### config.mk
export PLATFORM = sky130hd
export DESIGN_NAME = irq_chain_ctrl
export DESIGN_NICKNAME = d
export VERILOG_FILES = /design/src/rtl/irqc_pkg.sv /design/src/rtl/irqc_slot.sv /design/src/rtl/irqc_level_arb.sv /design/src/rtl/irqc_ack_seq.sv /design/src/rtl/irq_chain_ctrl.sv
export SDC_FILE = /design/constraint.sdc
export NUM_CORES = 1
export LEC_CHECK = 0
export BUFFER_PORTS_ARGS = -buffer_cell sky130_fd_sc_hd__clkbuf_2
export CORE_MARGIN = 4
export CORE_UTILIZATION = 48
export DETAILED_ROUTE_END_ITERATION = 16
export PLACE_DENSITY = 0.88
export SYNTH_ARGS = -nofsm -noshare
export SYNTH_HDL_FRONTEND = slang
export SYNTH_SLANG_ARGS = --single-unit
### constraint.sdc
create_clock -name clk -period 5.5 [get_ports clk]
set_input_delay 1.375 -clock clk [delete_from_list [all_inputs] [get_ports clk]]
set_output_delay 1.375 -clock clk [all_outputs]
set_load 0.005 [all_outputs]
### src/rtl/irqc_pkg.sv
package irqc_pkg;

    localparam int LVL_W   = 2;
    localparam int NUM_LVL = 1 << LVL_W;

    typedef logic [LVL_W-1:0] lvl_t;

    typedef enum logic [0:0] {
        SEQ_IDLE  = 1'b0,
        SEQ_GRANT = 1'b1
    } seq_state_e;

    typedef struct packed {
        logic valid;
        lvl_t level;
    } lvl_pick_t;

    // A level may interrupt only when strictly above the processor mask.
    function automatic logic lvl_above(input lvl_t lvl, input lvl_t mask);
        return lvl > mask;
    endfunction

endpackage

### src/rtl/irqc_slot.sv
// One device position on the grant chain: holds its request and
// either passes the incoming grant or absorbs it.
module irqc_slot
    import irqc_pkg::*;
(
    input  logic clk,
    input  logic rst,
    input  logic set_i,
    input  logic cancel_i,
    input  lvl_t level_i,
    input  lvl_t ack_level_i,
    input  logic grant_i,
    output logic pending_o,
    output logic absorb_o,
    output logic grant_o
);

    logic pending_q;

    assign absorb_o  = grant_i & pending_q & (level_i == ack_level_i);
    assign grant_o   = grant_i & ~absorb_o;
    assign pending_o = pending_q;

    always_ff @(posedge clk) begin
        if (rst) begin
            pending_q <= 1'b0;
        end else if (set_i) begin
            pending_q <= 1'b1;
        end else if (cancel_i || absorb_o) begin
            pending_q <= 1'b0;
        end
    end

endmodule

### src/rtl/irqc_level_arb.sv
// Picks the highest pending level that lies above the mask.
module irqc_level_arb
    import irqc_pkg::*;
#(
    parameter int N_SLOTS = 8
)
(
    input  logic [N_SLOTS-1:0] pending_i,
    input  lvl_t [N_SLOTS-1:0] level_i,
    input  lvl_t               mask_i,
    output lvl_pick_t          pick_o
);

    logic [NUM_LVL-1:0] lvl_active;

    always_comb begin
        lvl_active = '0;
        for (int s = 0; s < N_SLOTS; s++) begin
            if (pending_i[s]) begin
                lvl_active[level_i[s]] = 1'b1;
            end
        end
    end

    always_comb begin
        pick_o = '0;
        for (int l = 0; l < NUM_LVL; l++) begin
            if (lvl_active[l] && lvl_above(lvl_t'(l), mask_i)) begin
                pick_o.valid = 1'b1;
                pick_o.level = lvl_t'(l);
            end
        end
    end

endmodule

### src/rtl/irqc_ack_seq.sv
// Processor-side acknowledge sequencer: drives the grant, watches for
// an absorber, returns the vector or times out.
module irqc_ack_seq
    import irqc_pkg::*;
#(
    parameter int N_SLOTS     = 8,
    parameter int VEC_W       = 16,
    parameter int TIMEOUT_CYC = 32,
    parameter int SLOT_W      = (N_SLOTS > 1) ? $clog2(N_SLOTS) : 1
)
(
    input  logic                          clk,
    input  logic                          rst,
    input  lvl_pick_t                     pick_i,
    input  logic [N_SLOTS-1:0]            absorb_i,
    input  logic [N_SLOTS-1:0][VEC_W-1:0] vector_i,
    input  logic                          grant_tail_i,
    output logic                          grant_o,
    output lvl_t                          ack_level_o,
    output logic                          done_o,
    output logic                          err_o,
    output logic [VEC_W-1:0]              vec_o,
    output logic [SLOT_W-1:0]             slot_o
);

    localparam int CNT_W = $clog2(TIMEOUT_CYC + 1);

    seq_state_e        state_q;
    lvl_t              lvl_q;
    logic [CNT_W-1:0]  cnt_q;
    logic              done_q;
    logic              err_q;
    logic [VEC_W-1:0]  vec_q;
    logic [SLOT_W-1:0] slot_q;

    logic              taken;
    logic              last_cycle;
    logic [VEC_W-1:0]  win_vec;
    logic [SLOT_W-1:0] win_slot;

    assign grant_o    = (state_q == SEQ_GRANT);
    // The grant reached no one only if it falls off the end of the chain.
    assign taken      = grant_o & ~grant_tail_i;
    assign last_cycle = (cnt_q == CNT_W'(TIMEOUT_CYC - 1));

    always_comb begin
        win_vec  = '0;
        win_slot = '0;
        for (int s = 0; s < N_SLOTS; s++) begin
            if (absorb_i[s]) begin
                win_vec  = win_vec | vector_i[s];
                win_slot = SLOT_W'(s);
            end
        end
    end

    always_ff @(posedge clk) begin
        if (rst) begin
            state_q <= SEQ_IDLE;
            lvl_q   <= '0;
            cnt_q   <= '0;
            done_q  <= 1'b0;
            err_q   <= 1'b0;
            vec_q   <= '0;
            slot_q  <= '0;
        end else begin
            done_q <= 1'b0;
            unique case (state_q)
                SEQ_IDLE: begin
                    if (pick_i.valid) begin
                        state_q <= SEQ_GRANT;
                        lvl_q   <= pick_i.level;
                        cnt_q   <= '0;
                    end
                end
                SEQ_GRANT: begin
                    if (taken) begin
                        state_q <= SEQ_IDLE;
                        done_q  <= 1'b1;
                        err_q   <= 1'b0;
                        vec_q   <= win_vec;
                        slot_q  <= win_slot;
                    end else if (last_cycle) begin
                        state_q <= SEQ_IDLE;
                        done_q  <= 1'b1;
                        err_q   <= 1'b1;
                        vec_q   <= '0;
                        slot_q  <= '0;
                    end else begin
                        cnt_q <= cnt_q + 1'b1;
                    end
                end
                default: state_q <= SEQ_IDLE;
            endcase
        end
    end

    assign ack_level_o = lvl_q;
    assign done_o      = done_q;
    assign err_o       = err_q;
    assign vec_o       = vec_q;
    assign slot_o      = slot_q;

endmodule

### src/rtl/irq_chain_ctrl.sv
module irq_chain_ctrl
    import irqc_pkg::*;
#(
    parameter int N_SLOTS     = 8,
    parameter int VEC_W       = 16,
    parameter int TIMEOUT_CYC = 32
)
(
    input  logic                                         clk,
    input  logic                                         rst,
    input  logic [N_SLOTS-1:0]                           dev_set_i,
    input  logic [N_SLOTS-1:0]                           dev_cancel_i,
    input  logic [N_SLOTS*LVL_W-1:0]                     dev_level_i,
    input  logic [N_SLOTS*VEC_W-1:0]                     dev_vector_i,
    input  logic [LVL_W-1:0]                             cpu_mask_i,
    output logic                                         int_req_o,
    output logic [LVL_W-1:0]                             int_level_o,
    output logic                                         ack_busy_o,
    output logic [LVL_W-1:0]                             ack_level_o,
    output logic                                         ack_done_o,
    output logic                                         ack_err_o,
    output logic [VEC_W-1:0]                             ack_vec_o,
    output logic [((N_SLOTS > 1) ? $clog2(N_SLOTS) : 1)-1:0] ack_slot_o
);

    localparam int SLOT_W = (N_SLOTS > 1) ? $clog2(N_SLOTS) : 1;

    lvl_t [N_SLOTS-1:0]            slot_level;
    logic [N_SLOTS-1:0][VEC_W-1:0] slot_vec;
    logic [N_SLOTS-1:0]            slot_pending;
    logic [N_SLOTS-1:0]            slot_absorb;
    logic [N_SLOTS:0]              chain;
    lvl_pick_t                     pick;
    logic                          seq_grant;
    lvl_t                          seq_level;

    assign chain[0] = seq_grant;

    for (genvar g = 0; g < N_SLOTS; g++) begin : g_slot
        assign slot_level[g] = dev_level_i[g*LVL_W +: LVL_W];
        assign slot_vec[g]   = dev_vector_i[g*VEC_W +: VEC_W];

        irqc_slot u_slot (
            .clk         (clk),
            .rst         (rst),
            .set_i       (dev_set_i[g]),
            .cancel_i    (dev_cancel_i[g]),
            .level_i     (slot_level[g]),
            .ack_level_i (seq_level),
            .grant_i     (chain[g]),
            .pending_o   (slot_pending[g]),
            .absorb_o    (slot_absorb[g]),
            .grant_o     (chain[g+1])
        );
    end

    irqc_level_arb #(.N_SLOTS(N_SLOTS)) u_arb (
        .pending_i (slot_pending),
        .level_i   (slot_level),
        .mask_i    (cpu_mask_i),
        .pick_o    (pick)
    );

    irqc_ack_seq #(
        .N_SLOTS     (N_SLOTS),
        .VEC_W       (VEC_W),
        .TIMEOUT_CYC (TIMEOUT_CYC),
        .SLOT_W      (SLOT_W)
    ) u_seq (
        .clk          (clk),
        .rst          (rst),
        .pick_i       (pick),
        .absorb_i     (slot_absorb),
        .vector_i     (slot_vec),
        .grant_tail_i (chain[N_SLOTS]),
        .grant_o      (seq_grant),
        .ack_level_o  (seq_level),
        .done_o       (ack_done_o),
        .err_o        (ack_err_o),
        .vec_o        (ack_vec_o),
        .slot_o       (ack_slot_o)
    );

    assign int_req_o   = pick.valid;
    assign int_level_o = pick.level;
    assign ack_busy_o  = seq_grant;
    assign ack_level_o = seq_level;

endmodule

**Yosys cells after proc, flatten, opt, wreduce, memory -nomap -nowiden**

Index checks and enable logic that the tools add are counted.
W data, S select, Z words.

- ROM bits: 0
- Logic and storage cells: 205
- Bits of input ports: 164
- Latch bits: 0
- Output and inout port bits: 27
- Memories: 0
- Register bits: 38
- RAM bits: 0

- Multiply operators: 0
- Equal/unequal tests: 12
- Shifts and indexed selects: 0
- Div/mod/pow operators: 0
- Multiplexer cells: 75
- Reductions and logical operators: 33
- Order comparisons: 20
- Add/sub/neg operators: 1
- Bitwise gates (word level): 49

Operators by type and width:

| kind | count |
|---|---|
| $mux W16 | 10 |
| $or A16 B16 Y16 | 7 |
| $mux W1 | 32 |
| $mux W4 | 8 |
| $mux W3 | 10 |
| $or A4 B4 Y4 | 7 |
| $and A1 B1 Y1 | 25 |
| $lt A2 B3 Y1 const B | 8 |
| $mux W6 | 3 |
| $reduce_bool A2 Y1 | 9 |
| $demux W1 S2 | 8 |
| $eq A2 B2 Y1 | 8 |
| $ge A2 B1 Y1 const B | 8 |
| $logic_and A1 B1 Y1 | 12 |
| $pmux W6 S2 | 1 |
| $not A1 Y1 | 10 |
| $logic_or A1 B1 Y1 | 8 |
| $add A6 B1 Y6 const B | 1 |
| $eq A6 B5 Y1 const B | 1 |
| $ne A2 B2 Y1 const B | 3 |
| $gt A1 B2 Y1 const A | 2 |
| $gt A2 B2 Y1 const A | 2 |
| $mux W2 | 2 |
| $reduce_and A2 Y1 | 2 |
| other kinds (3) | 3 |

**Logic depth before layout (Yosys ltp)**

Gate-level depths: netlist of run 1.

- Depth in word-level cells: 36
- Mapped depth: 9
- Mapped depth without buffers: 7

**By module**

Synthesis of run 1 repeated with hierarchy kept, for this count alone.

- Cell total of the unflattened synthesis: 322
- Area, all modules: 2638.8 µm²

By module, submodules not included:

| module | area an instance (µm²) | cells each | times used | sequential area each (µm²) |
|---|---|---|---|---|
| irqc_ack_seq | 1791.7 | 201 | 1 | 600.6 |
| irqc_slot | 77.6 | 10 | 8 | 20.0 |
| irqc_level_arb | 226.5 | 41 | 1 | 0.0 |

**Least setup slack after synthesis of run 1**

No wires, ideal clock.

- Path type: input-to-output
- Start point: in dev_level_i[0]
- End point: out int_level_o[0]
- Stages on the path: 4
- Path buffers: 0
- Data required time: 4.125 ns
- Slack: 1.851 ns
- Arrival: 2.274 ns
- Cell sequence: nand3b_1 o21ai_0 or4_1 o21ai_0

- Cells in the longest elaborated chain, start to end: 23
- Elaborated cells on any way between the ends: 26
- Classes of those cells: 2 x order compare; 13 x mux; 7 x bitwise; 4 x reduce/logical

Ends and longest elaborated chain:

| item | RTL line | text |
|---|---|---|
| start, declared | irq_chain_ctrl.sv:13 | `input logic [N_SLOTS*LVL_W-1:0] dev_level_i,` |
| $lt A2 B3 Y1 (not written as such) / $ge A2 B1 Y1 (equally long branches) | irqc_level_arb.sv:20 | `lvl_active[level_i[s]] = 1'b1;` |
| $logic_and A1 B1 Y1 (not written as such) | irqc_level_arb.sv:20 |  |
| $mux W1 (not written as such) | irqc_level_arb.sv:20 |  |
| $demux W1 S2 (*) | -- |  |
| $mux W4 (*) | irqc_level_arb.sv:19 | `if (pending_i[s]) begin` |
| $or A4 B4 Y4 (no source line) | -- |  |
| $mux W4 (*) | irqc_level_arb.sv:19 |  |
| $or A4 B4 Y4 (no source line) | -- |  |
| (+6 left out) | -- |  |
| $mux W4 (*) | irqc_level_arb.sv:19 |  |
| $or A4 B4 Y4 (no source line) | -- |  |
| $mux W4 (*) | irqc_level_arb.sv:19 |  |
| $or A4 B4 Y4 (no source line) | -- |  |
| $mux W4 (*) | irqc_level_arb.sv:19 |  |
| $logic_and A1 B1 Y1 | irqc_level_arb.sv:28 | `if (lvl_active[l] && lvl_above(lvl_t'(l), mask_i)) begin` |
| $mux W3 (2 in a row) | irqc_level_arb.sv:28 |  |
| $mux W3 (*) | irqc_level_arb.sv:28 |  |
| end, declared | irq_chain_ctrl.sv:17 | `output logic [LVL_W-1:0] int_level_o,` |

Every way passes the cells marked *; elsewhere a longest branch is shown, timed or not.

**Final worst setup path of run 1**

- Start point: in dev_level_i[10]
- End point: out int_level_o[0]

- Cells in the longest elaborated chain, start to end: 14
- Elaborated cells on any way between the ends: 17
- Classes of those cells: 2 x order compare; 8 x mux; 3 x bitwise; 4 x reduce/logical

Ends and longest elaborated chain:

| item | RTL line |
|---|---|
| $lt A2 B3 Y1 (not written as such) / $ge A2 B1 Y1 (equally long branches) | irqc_level_arb.sv:20 |
| $logic_and A1 B1 Y1 (not written as such) | irqc_level_arb.sv:20 |
| $mux W1 (not written as such) | irqc_level_arb.sv:20 |
| $demux W1 S2 (*) | -- |
| $or A4 B4 Y4 (no source line) (*) | -- |
| $mux W4 (*) | irqc_level_arb.sv:19 |
| $or A4 B4 Y4 (no source line) | -- |
| $mux W4 (*) | irqc_level_arb.sv:19 |
| $or A4 B4 Y4 (no source line) | -- |
| $mux W4 (*) | irqc_level_arb.sv:19 |
| $logic_and A1 B1 Y1 | irqc_level_arb.sv:28 |
| $mux W3 (2 in a row) | irqc_level_arb.sv:28 |
| $mux W3 (*) | irqc_level_arb.sv:28 |

Marks and branches as above.

==> results.sh, run 1 <==
export IMPL_synth_seq_area_share_pct=24.2
export IMPL_yosys_area_top_type_share_pct=24.2
export IMPL_post_route_cells_drive_above_1_share_pct=34.8
export IMPL_ctsResizeCount=0
export IMPL_final_max_slew_violation_count=0
export IMPL_synth_compound_gate_area_share_pct=32.7
export IMPL_hp_start="u_seq.slot_o[1]$_SDFFE_PP0P_"
export IMPL_gp_routability_congestion=0.878
export IMPL_wire_per_inst_um=17.1
export IMPL_first_iter_violations=302
export IMPL_finalSetupTns_ps=0
export IMPL_hpwl_um=8860
export IMPL_h_tree_level_count=2
export IMPL_layout_cells_non_filler=675
export IMPL_rsz0062_at_grt="false"
export IMPL_clk_insertion_delay_late_ps=290
export IMPL_final_hold_violation_count=0
export IMPL_worst_ir_drop_vdd_v=0.000125
export IMPL_tritoncts_num_sinks=38
export IMPL_grt_start_max_net_pins=41
export IMPL_ys_top_cells_by_area="sky130_fd_sc_hd__dfxtp_1 (24%), sky130_fd_sc_hd__nor3b_1 (8.3%), sky130_fd_sc_hd__nand2_1 (7.0%), sky130_fd_sc_hd__a211o_1 (4.4%), sky130_fd_sc_hd__a221oi_1 (4.4%)"
export IMPL_cts_clk_slew_worst_paths_ps=70
export IMPL_holdPathEnd="u_seq.slot_o[1]$_SDFFE_PP0P_"
export IMPL_worst_endpoint_required_ps=4120
export IMPL_clock_fmax_mhz=244
export IMPL_status="finished clean"
export IMPL_actual_slew_at_the_worst_max_slew_pin_ps=828
export IMPL_first_global_vias=3438
export IMPL_drt_total_wl_um=11500
export IMPL_standard_cell_area_after_detailed_placement_sq_um=4040
export IMPL_port_buffers=190
export IMPL_post_synth_instance_area_sq_um=3150
export IMPL_number_of_antenna_violations_at_the_first_check_in_global_routing=0
export IMPL_tritoncts_num_buffers=5
export IMPL_post_route_skew_ps=5.77
export IMPL_r2r_setup_slk_ps=2670
export IMPL_place_detailed_instances=668
export IMPL_final_fill_count=593
export IMPL_critical_path_top_cell_by_count="sky130_fd_sc_hd__clkbuf_2"
export IMPL_synth_simple_gate_area_share_pct=28.8
export IMPL_die_area_sq_um=7920
export IMPL_synth_yosys_warnings=0
export IMPL_slowest_delay_ps=650
export IMPL_die_width_um=89
export IMPL_num_rows=29
export IMPL_ctsHoldBuffers=0
export IMPL_timing_critical_path_slowest_stage_cell="sky130_fd_sc_hd__o41ai_1"
export IMPL_synth_async_sr_flop_share_pct=0
export IMPL_floorplan_io_pins=191
export IMPL_final_min_clock_period_ps=4100
export IMPL_synth_cells_most_frequent="sky130_fd_sc_hd__nand2_1 (59), sky130_fd_sc_hd__dfxtp_1 (38), sky130_fd_sc_hd__nor3b_1 (35)"
export IMPL_worstSetupStartpointType="primary input"
export IMPL_detailedRoute_firstPassIterationCount=5
export IMPL_power_density_cell_area_nw_per_um2=207
export IMPL_synth_avg_cell_area_sq_um=7.27
export IMPL_p_leak_uw=0.00200
export IMPL_tritoncts="built"
export IMPL_hold_path_depth=2
export IMPL_syn_nets=598
export IMPL_timing_max_cap_violations=0
export IMPL_antenna_cells=0
export IMPL_grt_total_usage_pct=26.3
export IMPL_final_period_utilization_pct=74.6
export IMPL_initial_core_util_pct=49.6
export IMPL_timing_critical_path_arrival_ps=2730
export IMPL_area_growth_synth_to_final_pct=30.6
export IMPL_yosys_area_share_adder_pct=0.397
export IMPL_muxShareOfSynthArea_pct=0.318
export IMPL_critical_path_sink_type="output port"
export IMPL_setup_viol=0
export IMPL_vias=4013
export IMPL_finalNetCount=763
export IMPL_die_h_um=89
export IMPL_drtAntennaViolNets=0
export IMPL_synth_main_ff_cell="sky130_fd_sc_hd__dfxtp_1"
export IMPL_hold_path_class="flop to flop"
export IMPL_max_slew_margin_pct=44.8
export IMPL_worstPathMaxFanout=4
export IMPL_drt_vias_per_instance=5.95
export IMPL_post_cts_setup_buffers=0
export IMPL_post_synth_edffs=0
export IMPL_crit_reg2reg_capture="u_seq.vec_o[3]$_SDFFE_PP0P_"
export IMPL_path_cells="clkbuf_2 > nand2_1 > o22ai_1 > o41ai_1 > o21ai_0 > clkbuf_2"
export IMPL_synth_top_family_by_area="compound AO/OA/AOI/OAI gates"
export IMPL_synth_top_area_cell="sky130_fd_sc_hd__dfxtp_1"
export IMPL_post_route_cell_area_sq_um=4110
export IMPL_number_of_unique_standard_cell_types_used_by_synthesis=46
export IMPL_yosys_cell_count_top_type="sky130_fd_sc_hd__nand2_1"
export IMPL_synth_seq_cells=38
export IMPL_post_synth_inst_count=433
export IMPL_ctsLongestPathBuffers=2
export IMPL_worstRegToRegCells=6
export IMPL_grt_overflow_total=0
export IMPL_drt_drc_violations_left=0
export IMPL_criticalPathCategory="primary input to output port"
export IMPL_crit_reg2reg_launch="u_seq.ack_level_o[1]$_SDFFE_PP0P_"
export IMPL_yosys_area_share_xor_xnor_pct=4.73
export IMPL_placeableCoreArea_sq_um=6350
export IMPL_grt_first_pass_wirelength_um=16300
export IMPL_cts_root_buf="sky130_fd_sc_hd__clkbuf_8"
-- routing by layer --
layer  global-route usage, %  vias to the layer above  part of all wire [%]
met4                    8.39                        0                   2.1
met1                    34.7                     1863                    42
met2                    43.5                      197                    48
li1                        -                     1930                     -
met3                    4.61                       23                   8.0
met5                       0                        -                     0
-- worst max path at each step --
stage	start	endpoint	slack, ps	cells after the start
after floorplan	dev_level_i[0]	int_level_o[0]	1850	4
after global placement	dev_level_i[10]	int_level_o[0]	1510	6
after detailed placement	dev_level_i[10]	int_level_o[0]	1470	6
after CTS	dev_level_i[10]	int_level_o[0]	1460	6
after global routing	dev_level_i[6]	int_level_o[0]	1230	6
final	dev_level_i[10]	int_level_o[0]	1400	6
-- through the flow --
| step | setup WS (ps) | total power, uW | hold WS, ps | utilization, % |
|---|---|---|---|---|
| floorplan | 1850 | 542 | 466 | - |
| global placement | 1510 | 660 | 465 | 63.6 |
| detailed placement | 1470 | 668 | 473 | 63.6 |
| CTS | 1460 | 847 | 483 | 64.8 |
| global route | 1230 | 896 | 513 | 64.8 |
| finish | 1400 | 850 | 484 | 64.8 |
-- critical path, delay by kind of cell --
kind                   cells  cell delay (ps)
AO/OA/AOI/OAI              3              980
buffers and inverters      2              290
AND/OR/NAND/NOR            1               80
-- placed cells by master (no fill, tap or decap), types with 4 or more instances in the layout --
cell / instances
sky130_fd_sc_hd__and3_1: 11
sky130_fd_sc_hd__nor3b_1: 35
sky130_fd_sc_hd__o31ai_1: 16
sky130_fd_sc_hd__o21ai_0: 26
sky130_fd_sc_hd__a31oi_1: 14
sky130_fd_sc_hd__dfxtp_1: 38
sky130_fd_sc_hd__o22ai_1: 5
sky130_fd_sc_hd__a21oi_1: 24
sky130_fd_sc_hd__inv_1: 27
sky130_fd_sc_hd__nand3b_1: 4
sky130_fd_sc_hd__clkbuf_8: 5
sky130_fd_sc_hd__o221ai_1: 16
sky130_fd_sc_hd__xnor2_1: 16
sky130_fd_sc_hd__a211o_1: 16
sky130_fd_sc_hd__nor2_1: 31
sky130_fd_sc_hd__nand2_1: 59
sky130_fd_sc_hd__a221oi_1: 16
sky130_fd_sc_hd__nand3_1: 9
sky130_fd_sc_hd__clkbuf_2: 190
-- area by class of cell --
cell class	count	area (sq um)	share of cell area, %
timing repair buffer	193	973	23.7
tap	77	96.3	2.34
sequential	38	761	18.5
clock buffer	7	76.3	1.86
multi-input combinational	333	2110	51.2
inverter	27	101	2.46
-- state kept, by name (all words and copies together) (netlist names) --
| name | cells |
|---|---|
| u_seq.cnt_q | 6 |
| u_seq.ack_level_o | 2 |
| u_seq.grant_o | 1 |
| g_slot.u_slot.pending_o | 8 |
| u_seq.done_o | 1 |
| u_seq.err_o | 1 |
| u_seq.vec_o | 16 |
| u_seq.slot_o | 3 |
-- power breakdown --
part           internal, uW  switching [uW]  leakage, uW
combinational           152             187      0.00165
sequential              301            29.2     0.000311
clock                  87.2            94.1    0.0000383
total                   540             310      0.00200
-- kinds of logic (layout without fill, tap and decap cells) --
group                    after synthesis  count (layout)
flip-flops                            38              38
buffers and inverters                 62             227
multiplexers                           1               1
AO/OA/AOI/OAI                        145             145
XOR/XNOR                              17              17
adder cells (fa/ha/maj)                1               1
AND/OR/NAND/NOR                      169             169
Power figures use the tool's default switching activity.
==> run 2: changes to the inputs <==
ABC_AREA = 1   (was unset)
CORE_UTILIZATION = 45   (was 48)
PLACE_DENSITY = 0.82   (was 0.88)
clock period = 4.1 ns   (was 5.5 ns; I/O delays follow)
==> results.sh, run 2 <==
export IMPL_ctsLongestPathBuffers=2
export IMPL_die_area_sq_um=8900
export IMPL_status="finished clean"
export IMPL_antenna_cells=0
export IMPL_post_synth_inst_count=601
export IMPL_synth_seq_cells=38
export IMPL_placeableCoreArea_sq_um=7250
export IMPL_final_min_clock_period_ps=3110
export IMPL_synth_avg_cell_area_sq_um=5.58
export IMPL_critical_path_sink_type="output port"
export IMPL_drt_total_wl_um=12400
export IMPL_synth_main_ff_cell="sky130_fd_sc_hd__dfxtp_1"
export IMPL_hold_path_depth=2
export IMPL_gp_routability_congestion=1.01
export IMPL_first_iter_violations=364
export IMPL_largest_register_ff_count=16
export IMPL_cts_root_buf="sky130_fd_sc_hd__clkbuf_8"
export IMPL_vias=4484
export IMPL_crit_reg2reg_launch="u_seq.ack_level_o[1]$_SDFFE_PP0P_"
export IMPL_synth_yosys_warnings=0
export IMPL_standard_cell_area_after_detailed_placement_sq_um=4310
export IMPL_clk_insertion_delay_late_ps=300
export IMPL_holdPathEnd="u_seq.cnt_q[4]$_SDFFE_PP0P_"
export IMPL_finalNetCount=938
export IMPL_drt_vias_per_instance=5.14
export IMPL_layout_cells_most_common_list="sky130_fd_sc_hd__clkbuf_2 (190), sky130_fd_sc_hd__nor2_1 (131), sky130_fd_sc_hd__nand3_1 (109), sky130_fd_sc_hd__nand2_1 (107), sky130_fd_sc_hd__inv_1 (81)"
export IMPL_drtAntennaViolNets=0
export IMPL_post_route_cells_drive_above_1_share_pct=27.8
export IMPL_tritoncts_num_sinks=38
export IMPL_rsz0062_at_grt="false"
export IMPL_final_max_slew_violation_count=0
export IMPL_timing_max_cap_violations=0
export IMPL_cpLargestDelayFamily="compound AO/OA/AOI/OAI gates"
export IMPL_hold_path_class="flop to flop"
export IMPL_synth_top_area_cell="sky130_fd_sc_hd__dfxtp_1"
export IMPL_synth_seq_area_share_pct=22.7
export IMPL_die_h_um=94.4
export IMPL_setup_viol=0
export IMPL_number_of_unique_standard_cell_types_used_by_synthesis=32
export IMPL_h_tree_level_count=2
export IMPL_path_buf_inv=2
export IMPL_drt_drc_violations_left=0
export IMPL_tritoncts="built"
export IMPL_floorplan_io_pins=191
export IMPL_timing_critical_path_arrival_ps=2090
export IMPL_tritoncts_num_buffers=5
export IMPL_wire_per_inst_um=14.2
export IMPL_path_cells="clkbuf_2 > nand2_1 > o21ai_0 > nor3_1 > nand2_1 > nand2_1 > o21ai_0 > clkbuf_2"
export IMPL_area_growth_synth_to_final_pct=31.9
export IMPL_timing_critical_path_slowest_stage_cell="sky130_fd_sc_hd__o21ai_0"
export IMPL_initial_core_util_pct=46.3
export IMPL_worstSetupStartpointType="primary input"
export IMPL_worstRegToRegCells=12
export IMPL_grt_first_pass_wirelength_um=19400
export IMPL_criticalPathCategory="primary input to output port"
export IMPL_worst_endpoint_required_ps=3070
export IMPL_num_rows=31
export IMPL_ff_latch_area_sq_um=761
export IMPL_post_route_skew_ps=4.22
export IMPL_power_density_cell_area_nw_per_um2=286
export IMPL_layout_commonest_cell="sky130_fd_sc_hd__clkbuf_2"
export IMPL_multiInputGateArea_sq_um=2140
export IMPL_ys_top_cells_by_area="sky130_fd_sc_hd__dfxtp_1 (23%), sky130_fd_sc_hd__nand3_1 (16%), sky130_fd_sc_hd__nor2_1 (15%), sky130_fd_sc_hd__nand2_1 (12%), sky130_fd_sc_hd__inv_1 (9.1%)"
export IMPL_hpwl_um=10000
export IMPL_yosys_cell_count_top_type="sky130_fd_sc_hd__nor2_1"
export IMPL_post_route_cell_area_sq_um=4430
export IMPL_grt_total_usage_pct=27.3
export IMPL_die_width_um=94.4
export IMPL_detailedRoute_firstPassIterationCount=6
export IMPL_post_synth_instance_area_sq_um=3360
export IMPL_actual_slew_at_the_worst_max_slew_pin_ps=740
export IMPL_hp_start="u_seq.cnt_q[4]$_SDFFE_PP0P_"
export IMPL_final_fill_count=734
export IMPL_grt_start_max_net_pins=37
export IMPL_number_of_antenna_violations_at_the_first_check_in_global_routing=0
export IMPL_port_buffers=190
export IMPL_ctsHoldBuffers=0
export IMPL_p_leak_uw=0.00250
export IMPL_post_synth_edffs=0
export IMPL_r2r_setup_slk_ps=1280
export IMPL_worst_ir_drop_vdd_v=0.000134
export IMPL_synth_cells_most_frequent="sky130_fd_sc_hd__nor2_1 (131), sky130_fd_sc_hd__nand3_1 (109), sky130_fd_sc_hd__nand2_1 (107)"
export IMPL_crit_reg2reg_capture="u_seq.cnt_q[1]$_SDFFE_PP0P_"
export IMPL_syn_nets=766
export IMPL_slowest_delay_ps=280
export IMPL_ctsResizeCount=0
export IMPL_synth_async_sr_flop_share_pct=0
export IMPL_post_cts_setup_buffers=0
export IMPL_final_period_utilization_pct=75.9
export IMPL_worstPathMaxFanout=3
export IMPL_finalSetupTns_ps=0
export IMPL_max_slew_margin_pct=50.6
export IMPL_yosys_area_top_type_share_pct=22.7
export IMPL_first_global_vias=4331
export IMPL_final_hold_violation_count=0
export IMPL_critical_path_top_cell_by_count="sky130_fd_sc_hd__nand2_1"
export IMPL_grt_overflow_total=0
export IMPL_clock_fmax_mhz=322
export IMPL_cts_clk_slew_worst_paths_ps=80
-- run 2: final cells by class --
class | instances | area share [%]
inverter | 86 | 7.29
timing repair buffer | 192 | 21.8
clock buffer | 5 | 1.55
multi-input combinational | 450 | 48.3
sequential | 38 | 17.2
tap | 99 | 2.80
clock inverter | 3 | 1.02
-- run 2: report_power, final --
| group | internal (uW) | total [uW] | switching (uW) |
|---|---|---|---|
| clock network | 181 | 329 | 148 |
| logic | 184 | 480 | 296 |
| registers | 409 | 459 | 49.8 |
| total | 774 | 1270 | 494 |
-- run 2: per-layer routing --
layer / routed length (um) / part of all wire, % / track usage [%] / vias up
met2: 6040 / 49 / 47.6 / 223
met3: 1070 / 8.6 / 5.50 / 33
li1: - / - / - / 2274
met1: 4870 / 39 / 33.3 / 1954
met4: 406 / 3.3 / 9.63 / 0
met5: 0 / 0 / 0 / -
-- run 2: worst reg2reg max path, cell delays in order (launching register included) --
cell                      delay (ps)
sky130_fd_sc_hd__dfxtp_1         460
sky130_fd_sc_hd__inv_1           230
sky130_fd_sc_hd__nand2_1         110
sky130_fd_sc_hd__nand3_2         110
sky130_fd_sc_hd__nor2_4          100
sky130_fd_sc_hd__nor2_8          250
sky130_fd_sc_hd__nand4_4         150
sky130_fd_sc_hd__nor2_8          390
sky130_fd_sc_hd__nand4_1         170
sky130_fd_sc_hd__nand2_1         160
sky130_fd_sc_hd__buf_4           300
sky130_fd_sc_hd__nand3_1         120
sky130_fd_sc_hd__a21oi_1         180
-- run 2: worst max-delay path by stage --
stage / from / slack [ps] / cells past startpoint / end
6_report: dev_level_i[14] / 990 / 8 / int_level_o[0]
3_5_place_dp: dev_level_i[0] / 770 / 13 / u_seq.vec_o[1]$_SDFFE_PP0P_
5_1_grt: dev_level_i[0] / 810 / 13 / u_seq.cnt_q[1]$_SDFFE_PP0P_
3_3_place_gp: dev_level_i[1] / 970 / 13 / u_seq.vec_o[1]$_SDFFE_PP0P_
2_1_floorplan: dev_level_i[10] / 1450 / 6 / int_level_o[0]
4_1_cts: dev_level_i[14] / 1010 / 8 / int_level_o[0]
-- run 2: per-stage QoR --
step / hold WS [ps] / instances / worst slack (ps) / utilization [%] / total power (uW)
floorplan: 452 / 601 / 1450 / - / 761
global placement: 464 / 865 / 975 / 59.5 / 932
detailed placement: 477 / 865 / 765 / 59.5 / 942
CTS: 488 / 873 / 1010 / 61.0 / 1270
global route: 514 / 873 / 813 / 61.0 / 1350
finish: 488 / 873 / 990 / 61.0 / 1270
-- run 2: kinds of logic (layout without fill, tap and decap cells) --
logic type	Yosys count	count (layout)	share of synthesized area [%]
DFF	38	38	22.7
buffers and inverters	113	286	13.6
AOI/OAI and AO/OA	56	56	8.58
xor gates and xnor gates	5	5	1.31
and+or+nand+nor	388	388	53.5
adders and majority gates	1	1	0.373
==> run 3: changes to the inputs <==
clock period = 2.99 ns   (was 4.1 ns; I/O delays follow)
==> results.sh, run 3 (synthesis results as in run 2) <==
export IMPL_finalSetupTns_ps=0
export IMPL_drt_total_wl_um=12800
export IMPL_critical_path_top_cell_by_count="sky130_fd_sc_hd__clkbuf_2"
export IMPL_drtAntennaViolNets=0
export IMPL_drt_drc_violations_left=0
export IMPL_fin_total_pwr_uw=1880
export IMPL_tritoncts_num_buffers=5
export IMPL_cts_root_buf="sky130_fd_sc_hd__clkbuf_8"
export IMPL_layout_cells_most_common_list="sky130_fd_sc_hd__clkbuf_2 (190), sky130_fd_sc_hd__nor2_1 (131), sky130_fd_sc_hd__nand3_1 (109), sky130_fd_sc_hd__nand2_1 (107), sky130_fd_sc_hd__inv_1 (81)"
export IMPL_grt_overflow_total=0
export IMPL_placeableCoreArea_sq_um=7250
export IMPL_tritoncts="built"
export IMPL_first_iter_violations=387
export IMPL_floorplan_io_pins=191
export IMPL_num_rows=31
export IMPL_clock_fmax_mhz=391
export IMPL_post_route_skew_ps=12.1
export IMPL_status="finished clean"
export IMPL_initial_core_util_pct=46.3
export IMPL_finalNetCount=945
export IMPL_number_of_antenna_violations_at_the_first_check_in_global_routing=0
export IMPL_r2r_setup_slk_ps=450
export IMPL_ff_latch_area_sq_um=761
export IMPL_detailedRoute_firstPassIterationCount=5
export IMPL_path_buf_inv=3
export IMPL_h_tree_level_count=2
export IMPL_clk_insertion_delay_late_ps=290
export IMPL_cpLargestDelayFamily="simple AND/OR/NAND/NOR gates"
export IMPL_worst_ir_drop_vdd_v=0.000255
export IMPL_post_cts_setup_buffers=0
export IMPL_multiInputGateArea_sq_um=2140
export IMPL_actual_slew_at_the_worst_max_slew_pin_ps=742
export IMPL_wire_per_inst_um=14.6
export IMPL_first_global_vias=4331
export IMPL_largest_register_ff_count=16
export IMPL_ctsResizeCount=0
export IMPL_gp_routability_congestion=0.923
export IMPL_port_buffers=190
export IMPL_ctsLongestPathBuffers=2
export IMPL_grt_start_max_net_pins=35
export IMPL_timing_critical_path_arrival_ps=1810
export IMPL_tritoncts_num_sinks=38
export IMPL_worst_endpoint_required_ps=2240
export IMPL_timing_critical_path_slowest_stage_cell="sky130_fd_sc_hd__o21ai_0"
export IMPL_setup_viol=0
export IMPL_worstPathMaxFanout=3
export IMPL_final_min_clock_period_ps=2560
export IMPL_criticalPathCategory="primary input to output port"
export IMPL_area_growth_synth_to_final_pct=34.3
export IMPL_final_hold_violation_count=0
export IMPL_grt_total_usage_pct=28.0
export IMPL_crit_reg2reg_launch="u_seq.ack_level_o[1]$_SDFFE_PP0P_"
export IMPL_cts_clk_slew_worst_paths_ps=90
export IMPL_power_density_cell_area_nw_per_um2=417
export IMPL_final_fill_count=751
export IMPL_die_area_sq_um=8900
export IMPL_final_max_slew_violation_count=0
export IMPL_hp_start="u_seq.vec_o[10]$_SDFFE_PP0P_"
export IMPL_timing_max_cap_violations=0
export IMPL_drt_vias_per_instance=5.22
export IMPL_rsz0062_at_grt="false"
export IMPL_antenna_cells=0
export IMPL_hold_path_class="flop to flop"
export IMPL_final_period_utilization_pct=85.6
export IMPL_hpwl_um=10200
export IMPL_final_setup_worst_slack_ps=430
export IMPL_die_h_um=94.4
export IMPL_post_place_ws_ps=346
export IMPL_path_cells="clkbuf_2 > inv_1 > nand3_1 > nand2_1 > nor3_1 > nand3b_1 > o21ai_0 > clkbuf_2"
export IMPL_slowest_delay_ps=310
export IMPL_cp_startpoint="dev_level_i[4]"
export IMPL_grt_first_pass_wirelength_um=19800
export IMPL_die_width_um=94.4
export IMPL_p_leak_uw=0.00256
export IMPL_vias=4590
export IMPL_ctsHoldBuffers=0
export IMPL_worstSetupStartpointType="primary input"
export IMPL_post_route_cells_drive_above_1_share_pct=28.4
export IMPL_max_slew_margin_pct=50.4
export IMPL_layout_commonest_cell="sky130_fd_sc_hd__clkbuf_2"
export IMPL_critical_path_sink_type="output port"
[run 3: report_power, final]
part	internal, uW	leakage (uW)	switching [uW]
Combinational	274	0.00217	441
Sequential	561	0.000311	51.1
Clock	356	0.0000714	198
[run 3: path summary, 6_finish.rpt]
check,end,cells past startpoint
min,u_seq.vec_o[10]$_SDFFE_PP0P_,2
max,int_level_o[0],8
min reg2reg,u_seq.vec_o[10]$_SDFFE_PP0P_,2
max reg2reg,u_seq.slot_o[1]$_SDFFE_PP0P_,12
[run 3: metal layers]
metal  GRT usage, %  share of wire, %  wire, um
met1           33.9                38      4930
met2           49.4                48      6220
met3           5.26                10      1320
met4           9.87               2.9       377
met5              0                 0         0
[run 3: metrics by stage]
stage                     util, %  instances  cell area (sq um)  hold WS, ps
after floorplan                 -        601               3360          452
after global placement       60.2        872               4370          467
after detailed placement     60.2        872               4370          476
after CTS                    62.2        880               4510          489
after global routing         62.2        880               4510          505
final                        62.2        880               4510          489
[run 3: tightest hold or removal path, stage by stage (launching register included)]
cell and delay, ps:
sky130_fd_sc_hd__dfxtp_1 320, sky130_fd_sc_hd__nand3_1 70, sky130_fd_sc_hd__a21oi_1 60
[run 3: layout make-up]
class | instances | area share, %
repair buffers | 199 | 22.6
well taps | 99 | 2.75
clock inverters | 2 | 1.33
flip-flops and latches | 38 | 16.9
multi-input cells | 450 | 47.5
clock buffers | 6 | 1.83
inverters | 86 | 7.16
